### src/rtl/ebu_pkg.sv
package ebu_pkg;
  typedef enum logic [1:0] {
    BK_NONE = 2'b00,
    BK_BEQZ = 2'b01,
    BK_BNEZ = 2'b10,
    BK_JUMP = 2'b11
  } br_kind_e;

  typedef enum logic [1:0] {
    PM_HOLD  = 2'b00,
    PM_PNT   = 2'b01,
    PM_DELAY = 2'b10,
    PM_HOLDX = 2'b11
  } pol_mode_e;
endpackage

### src/rtl/ebu_cond.sv
module ebu_cond
  import ebu_pkg::*;
#(
  parameter int XLEN = 32
) (
  input  logic [XLEN-1:0] rs_val_i,
  input  br_kind_e        kind_i,
  output logic            taken_o,
  output logic            is_cond_o,
  output logic            is_ctl_o
);
  logic is_zero;

  assign is_zero = (rs_val_i == '0);

  always_comb begin
    taken_o   = 1'b0;
    is_cond_o = 1'b0;
    is_ctl_o  = 1'b1;
    unique case (kind_i)
      BK_BEQZ: begin taken_o = is_zero;  is_cond_o = 1'b1; end
      BK_BNEZ: begin taken_o = !is_zero; is_cond_o = 1'b1; end
      BK_JUMP: taken_o = 1'b1;
      default: is_ctl_o = 1'b0;
    endcase
  end
endmodule

### src/rtl/ebu_target.sv
module ebu_target #(
  parameter int XLEN   = 32,
  parameter int JIDX_W = 26
) (
  input  logic [XLEN-1:0]   pc4_i,
  input  logic [XLEN-1:0]   imm_i,
  input  logic [JIDX_W-1:0] jidx_i,
  input  logic              is_jump_i,
  output logic [XLEN-1:0]   target_o
);
  localparam int JSPAN = JIDX_W + 2;

  logic [XLEN-1:0] br_tgt;
  logic [XLEN-1:0] jmp_tgt;

  // dedicated decode-stage adder
  assign br_tgt  = pc4_i + (imm_i << 2);
  assign jmp_tgt = {pc4_i[XLEN-1:JSPAN], jidx_i, 2'b00};
  assign target_o = is_jump_i ? jmp_tgt : br_tgt;
endmodule

### src/rtl/ebu_hazard.sv
module ebu_hazard #(
  parameter int ALU_STALLS  = 1,
  parameter int LOAD_STALLS = 2
) (
  input  logic clk_i,
  input  logic rst_ni,
  input  logic cond_valid_i,
  input  logic dep_alu_i,
  input  logic dep_load_i,
  output logic stall_o
);
  localparam int MAXS  = (LOAD_STALLS > ALU_STALLS) ? LOAD_STALLS : ALU_STALLS;
  localparam int CNT_W = $clog2(MAXS + 1);

  logic [CNT_W-1:0] need;
  logic [CNT_W-1:0] cnt_q;
  logic             served_q;

  always_comb begin
    need = '0;
    if (cond_valid_i) begin
      if (dep_load_i)     need = CNT_W'(LOAD_STALLS);
      else if (dep_alu_i) need = CNT_W'(ALU_STALLS);
    end
  end

  // dependency inputs only matter on a branch's first decode cycle
  assign stall_o = (cnt_q != '0) || (!served_q && need != '0);

  always_ff @(posedge clk_i or negedge rst_ni) begin
    if (!rst_ni) begin
      cnt_q    <= '0;
      served_q <= 1'b0;
    end else if (stall_o) begin
      served_q <= 1'b1;
      if (cnt_q != '0) cnt_q <= cnt_q - CNT_W'(1);
      else             cnt_q <= need - CNT_W'(1);
    end else begin
      served_q <= 1'b0;
      cnt_q    <= '0;
    end
  end
endmodule

### src/rtl/early_branch_unit.sv
module early_branch_unit
  import ebu_pkg::*;
#(
  parameter int XLEN        = 32,
  parameter int JIDX_W      = 26,
  parameter int ALU_STALLS  = 1,
  parameter int LOAD_STALLS = 2
) (
  input  logic              clk_i,
  input  logic              rst_ni,
  input  logic              id_valid_i,
  input  logic [1:0]        br_kind_i,
  input  logic [1:0]        mode_i,
  input  logic [XLEN-1:0]   rs_val_i,
  input  logic [XLEN-1:0]   imm_i,
  input  logic [JIDX_W-1:0] jidx_i,
  input  logic [XLEN-1:0]   pc4_i,
  input  logic [XLEN-1:0]   seq_pc_i,
  input  logic              dep_alu_i,
  input  logic              dep_load_i,
  output logic [XLEN-1:0]   npc_o,
  output logic              redirect_o,
  output logic              flush_o,
  output logic              stall_o
);
  br_kind_e        kind;
  pol_mode_e       mode;
  logic            taken, is_cond, is_ctl;
  logic [XLEN-1:0] target;
  logic            resolve;
  logic [XLEN-1:0] resolved_pc;

  assign kind = br_kind_e'(br_kind_i);
  assign mode = pol_mode_e'(mode_i);

  ebu_cond #(.XLEN(XLEN)) u_cond (
    .rs_val_i (rs_val_i),
    .kind_i   (kind),
    .taken_o  (taken),
    .is_cond_o(is_cond),
    .is_ctl_o (is_ctl)
  );

  ebu_target #(.XLEN(XLEN), .JIDX_W(JIDX_W)) u_target (
    .pc4_i    (pc4_i),
    .imm_i    (imm_i),
    .jidx_i   (jidx_i),
    .is_jump_i(kind == BK_JUMP),
    .target_o (target)
  );

  ebu_hazard #(.ALU_STALLS(ALU_STALLS), .LOAD_STALLS(LOAD_STALLS)) u_hazard (
    .clk_i       (clk_i),
    .rst_ni      (rst_ni),
    .cond_valid_i(id_valid_i && is_cond),
    .dep_alu_i   (dep_alu_i),
    .dep_load_i  (dep_load_i),
    .stall_o     (stall_o)
  );

  // redirect waits until the dependency stall is over
  assign resolve     = id_valid_i && is_ctl && !stall_o;
  assign resolved_pc = taken ? target : pc4_i;

  always_comb begin
    redirect_o = 1'b0;
    flush_o    = 1'b0;
    unique case (mode)
      PM_PNT: begin
        redirect_o = resolve && taken;
        flush_o    = resolve && taken;
      end
      PM_DELAY: redirect_o = resolve && taken;
      default: begin
        redirect_o = resolve;
        flush_o    = resolve;
      end
    endcase
  end

  assign npc_o = redirect_o ? resolved_pc : seq_pc_i;
endmodule

### config.mk
export PLATFORM = sky130hd
export DESIGN_NAME = early_branch_unit
export DESIGN_NICKNAME = d
export VERILOG_FILES = /design/src/rtl/ebu_pkg.sv /design/src/rtl/ebu_cond.sv /design/src/rtl/ebu_target.sv /design/src/rtl/ebu_hazard.sv /design/src/rtl/early_branch_unit.sv
export SDC_FILE = /design/constraint.sdc
export NUM_CORES = 1
export LEC_CHECK = 0
export ABC_AREA = 1
export CORE_MARGIN = 3
export CORE_UTILIZATION = 41
export CTS_CLUSTER_SIZE = 10
export DETAILED_ROUTE_END_ITERATION = 8
export GPL_TIMING_DRIVEN = 0
export PLACE_DENSITY = 0.95
export SLEW_MARGIN = 0
export SYNTH_ARGS = -nofsm -noshare
export SYNTH_HDL_FRONTEND = slang
export SYNTH_SLANG_ARGS = --single-unit
### constraint.sdc
create_clock -name clk_i -period 3.8 [get_ports clk_i]
set_input_delay 0.38 -clock clk_i [delete_from_list [all_inputs] [get_ports clk_i]]
set_output_delay 0.38 -clock clk_i [all_outputs]
set_load 0.01 [all_outputs]
==> results.cfg <==
[drt]
top_layer = met4
wl_met3_um = 1197
drt_iter0_drc = 269
via_per_inst = 5.373
dr.pass1.iters = 6
vias = 4975
wl_per_cell_um = 15.91
drc = 0
drt_wl_total_um = 14730
met1Wirelength_um = 5764
antenna_left = 0
met2_length_um = 7121

[synth]
synthCells = 628
yosysSeqAreaShare = 0.02390
synthesis.nets = 824
syn_area_per_cell_sq_um = 5.001
synth-edff-count = 0
yosysUniqueCellTypes = 34
async_flop_share = 1.000
synth_top_area_frac = 0.2618
ys_ff_latch = 3
yosys_warnings = 0
synth_area_sq_um = 3141
ys.flop_type = dfrtp_1
synth_top_cell_by_area = nand2_1
synthTopCellsByCount = 219 x nand2_1, 103 x nor2_1, 64 x inv_1, 62 x a21oi_1, 52 x nand3_1
synth_area_leaders = nand2_1 26%, ha_1 13%, nor2_1 12%, a21oi_1 9.9%, nand3_1 8.3%
yosysMostFrequentCell = nand2_1

[sta]
period_minus_slack_ns = 3.658
max_freq_mhz = 273.4
fin_worst_skew_ns = 0.0006867
setup_viol = 0
finalHoldViolCount = 0
setup_slack_ns = 0.1424
tns_ns = 0
drv_slew = 0
tightestPinTransition_ns = 0.4024
max_slew_margin = 0.7293
period_share = 0.9625

[clocking]
clock_path_buffers = 2
root_buffer = clkbuf_8
cts_hold_buf = 0
cts_max_level = 1
post_cts_resized = 0
clk_pin_slew_ns = 0.03
numClockSinks = 3
cts_made_buffers = 3
clk_latency_ns = 0.22
postCtsSetupRepairBufs = 0
cts_tree = yes

[floorplanning]
die_w_um = 93.52
die_h_um = 93.52
start_util = 0.4284
core_area_sq_um = 7331
die_area_sq_um = 8746
ios = 198
rows = 31

[setup_path]
worst-endpoint-arrival_ns = 3.28
cpMostUsedCell = nand2_1
end_kind = primary output
path_cells = clkdlybuf4s50_1, ha_1, fa_1, nand3_1, nand2_1, nand3_1, nand2_1, nand2_1, nand2_1, or2_2, nand3_1, nand3_1, nand2_1, nand2_1, clkdlybuf4s50_1
critPathMaxFanout = 4
criticalPathCategory = in2out
r2r_cells = 4
start_kind = input pin
required_ns = 3.42
max_stage_delay_ns = 0.50
critPathSlowestCell = clkdlybuf4s50_1

[final_layout]
drive_gt1_frac = 0.03628
fin_nets = 1024
n_antenna_cell = 0
fill_cells = 643
area_growth_pct = 67.93

[place]
port_buffers = 195
pre_cts_ws_ns = 0.1697
gp_congestion = 0.9336
hpwl_um = 12860

[global_route]
grt_util_all_layers = 0.3322
grt_max_degree = 11
antenna_found_initial = 0
grt_pass1_vias = 5079
grt_pass1_wl_um = 23290
grt-ovfl-total = 0

[pwr]
leakage_nw = 2.570
p_per_area_nw_per_um2 = 214.8
ir_worst_vdd_v = 0.0002254

[outcome]
status = completed

[worst_hold_path]
holdCritPathClass = in2async

[run]
cap_violations = 0
==> registers in the layout (all words and copies together) (netlist names) <==
name / cells
u_hazard.cnt_q: 2
u_hazard.served_q: 1
==> cell type report <==
type                            count  area, sq um  share of cell area
Multi-Input combinational cell    545         2736              0.5189
Timing Repair Buffer              195         1959              0.3715
Inverter                           66        247.7             0.04698
Tap cell                           99        123.9             0.02349
Buffer                             14        86.33             0.01637
Sequential cell                     3        75.07             0.01423
Clock buffer                        4        45.04            0.008541
==> cell families (layout without fill, tap and decap cells) <==
logic type / after synthesis / in the layout / synth area share
compound gates: 91 / 91 / 0.1590
flops: 3 / 3 / 0.02390
xor+xnor: 9 / 9 / 0.02510
simple gates: 412 / 412 / 0.5534
fa+ha+maj: 33 / 33 / 0.1339
buf+inv: 80 / 279 / 0.1048
==> worst max-delay path: cells and delay by family <==
kind	cells	cell delay (ns)
fa+ha+maj	2	0.70
buf+inv	2	0.92
simple gates	11	1.29
==> power by group <==
part           internal (mW)  switching [mW]  leakage, nW  total (mW)
sequential            0.0483         0.00925       0.0356      0.0575
combinational          0.477           0.503         2.51       0.980
clock                 0.0717          0.0234       0.0228      0.0952
==> path summary, 6_finish.rpt <==
path | slack, ns | start | endpoint
min | 0.36 | rst_ni | u_hazard.cnt_q[1]
max reg2reg | 2.70 | u_hazard.cnt_q[1] | u_hazard.cnt_q[1]
max in group asynchronous | 3.29 | rst_ni | u_hazard.cnt_q[0]
min reg2reg | 0.53 | u_hazard.served_q | u_hazard.cnt_q[0]
min in group clk_i | 0.53 | u_hazard.served_q | u_hazard.cnt_q[0]
max | 0.14 | imm_i[0] | npc_o[12]
==> routing by layer <==
metal  global-route usage  up-vias
li1                     -     2438
met1               0.3818     2241
met2               0.5920      245
met3              0.06356       51
met4               0.1453        0
met5                    0        -
==> per-stage QoR <==
stage                     hold WS (ns)  std cells  cell area [sq um]  total power [mW]    util
after floorplan                0.08441        628               3141            0.5478       -
after global placement          0.5111        922               5216            0.9945  0.7116
after detailed placement        0.5241        922               5216             1.018  0.7116
after CTS                       0.3501        926               5261             1.124  0.7177
after global routing            0.3623        926               5274             1.229  0.7194
final                           0.3551        926               5274             1.133  0.7194
==> layout by cell type (no fill, tap or decap), types with 2 or more instances in the layout <==
master / instances
buf_2: 9
buf_4: 3
or2_2: 4
nor3_1: 7
a21o_1: 3
dfrtp_1: 3
inv_1: 64
clkdlybuf4s50_1: 192
a22oi_1: 6
o21ai_0: 12
nand3_1: 52
clkbuf_8: 3
o21bai_1: 4
nand3b_1: 8
xor2_1: 6
nand4_1: 8
dlymetal6s2s_1: 3
nor2_1: 103
nand2_1: 219
inv_2: 2
xnor2_1: 3
o21a_1: 2
ha_1: 32
nor4_1: 2
nand2_4: 2
a21oi_1: 62
Power figures use the tool's default switching activity.
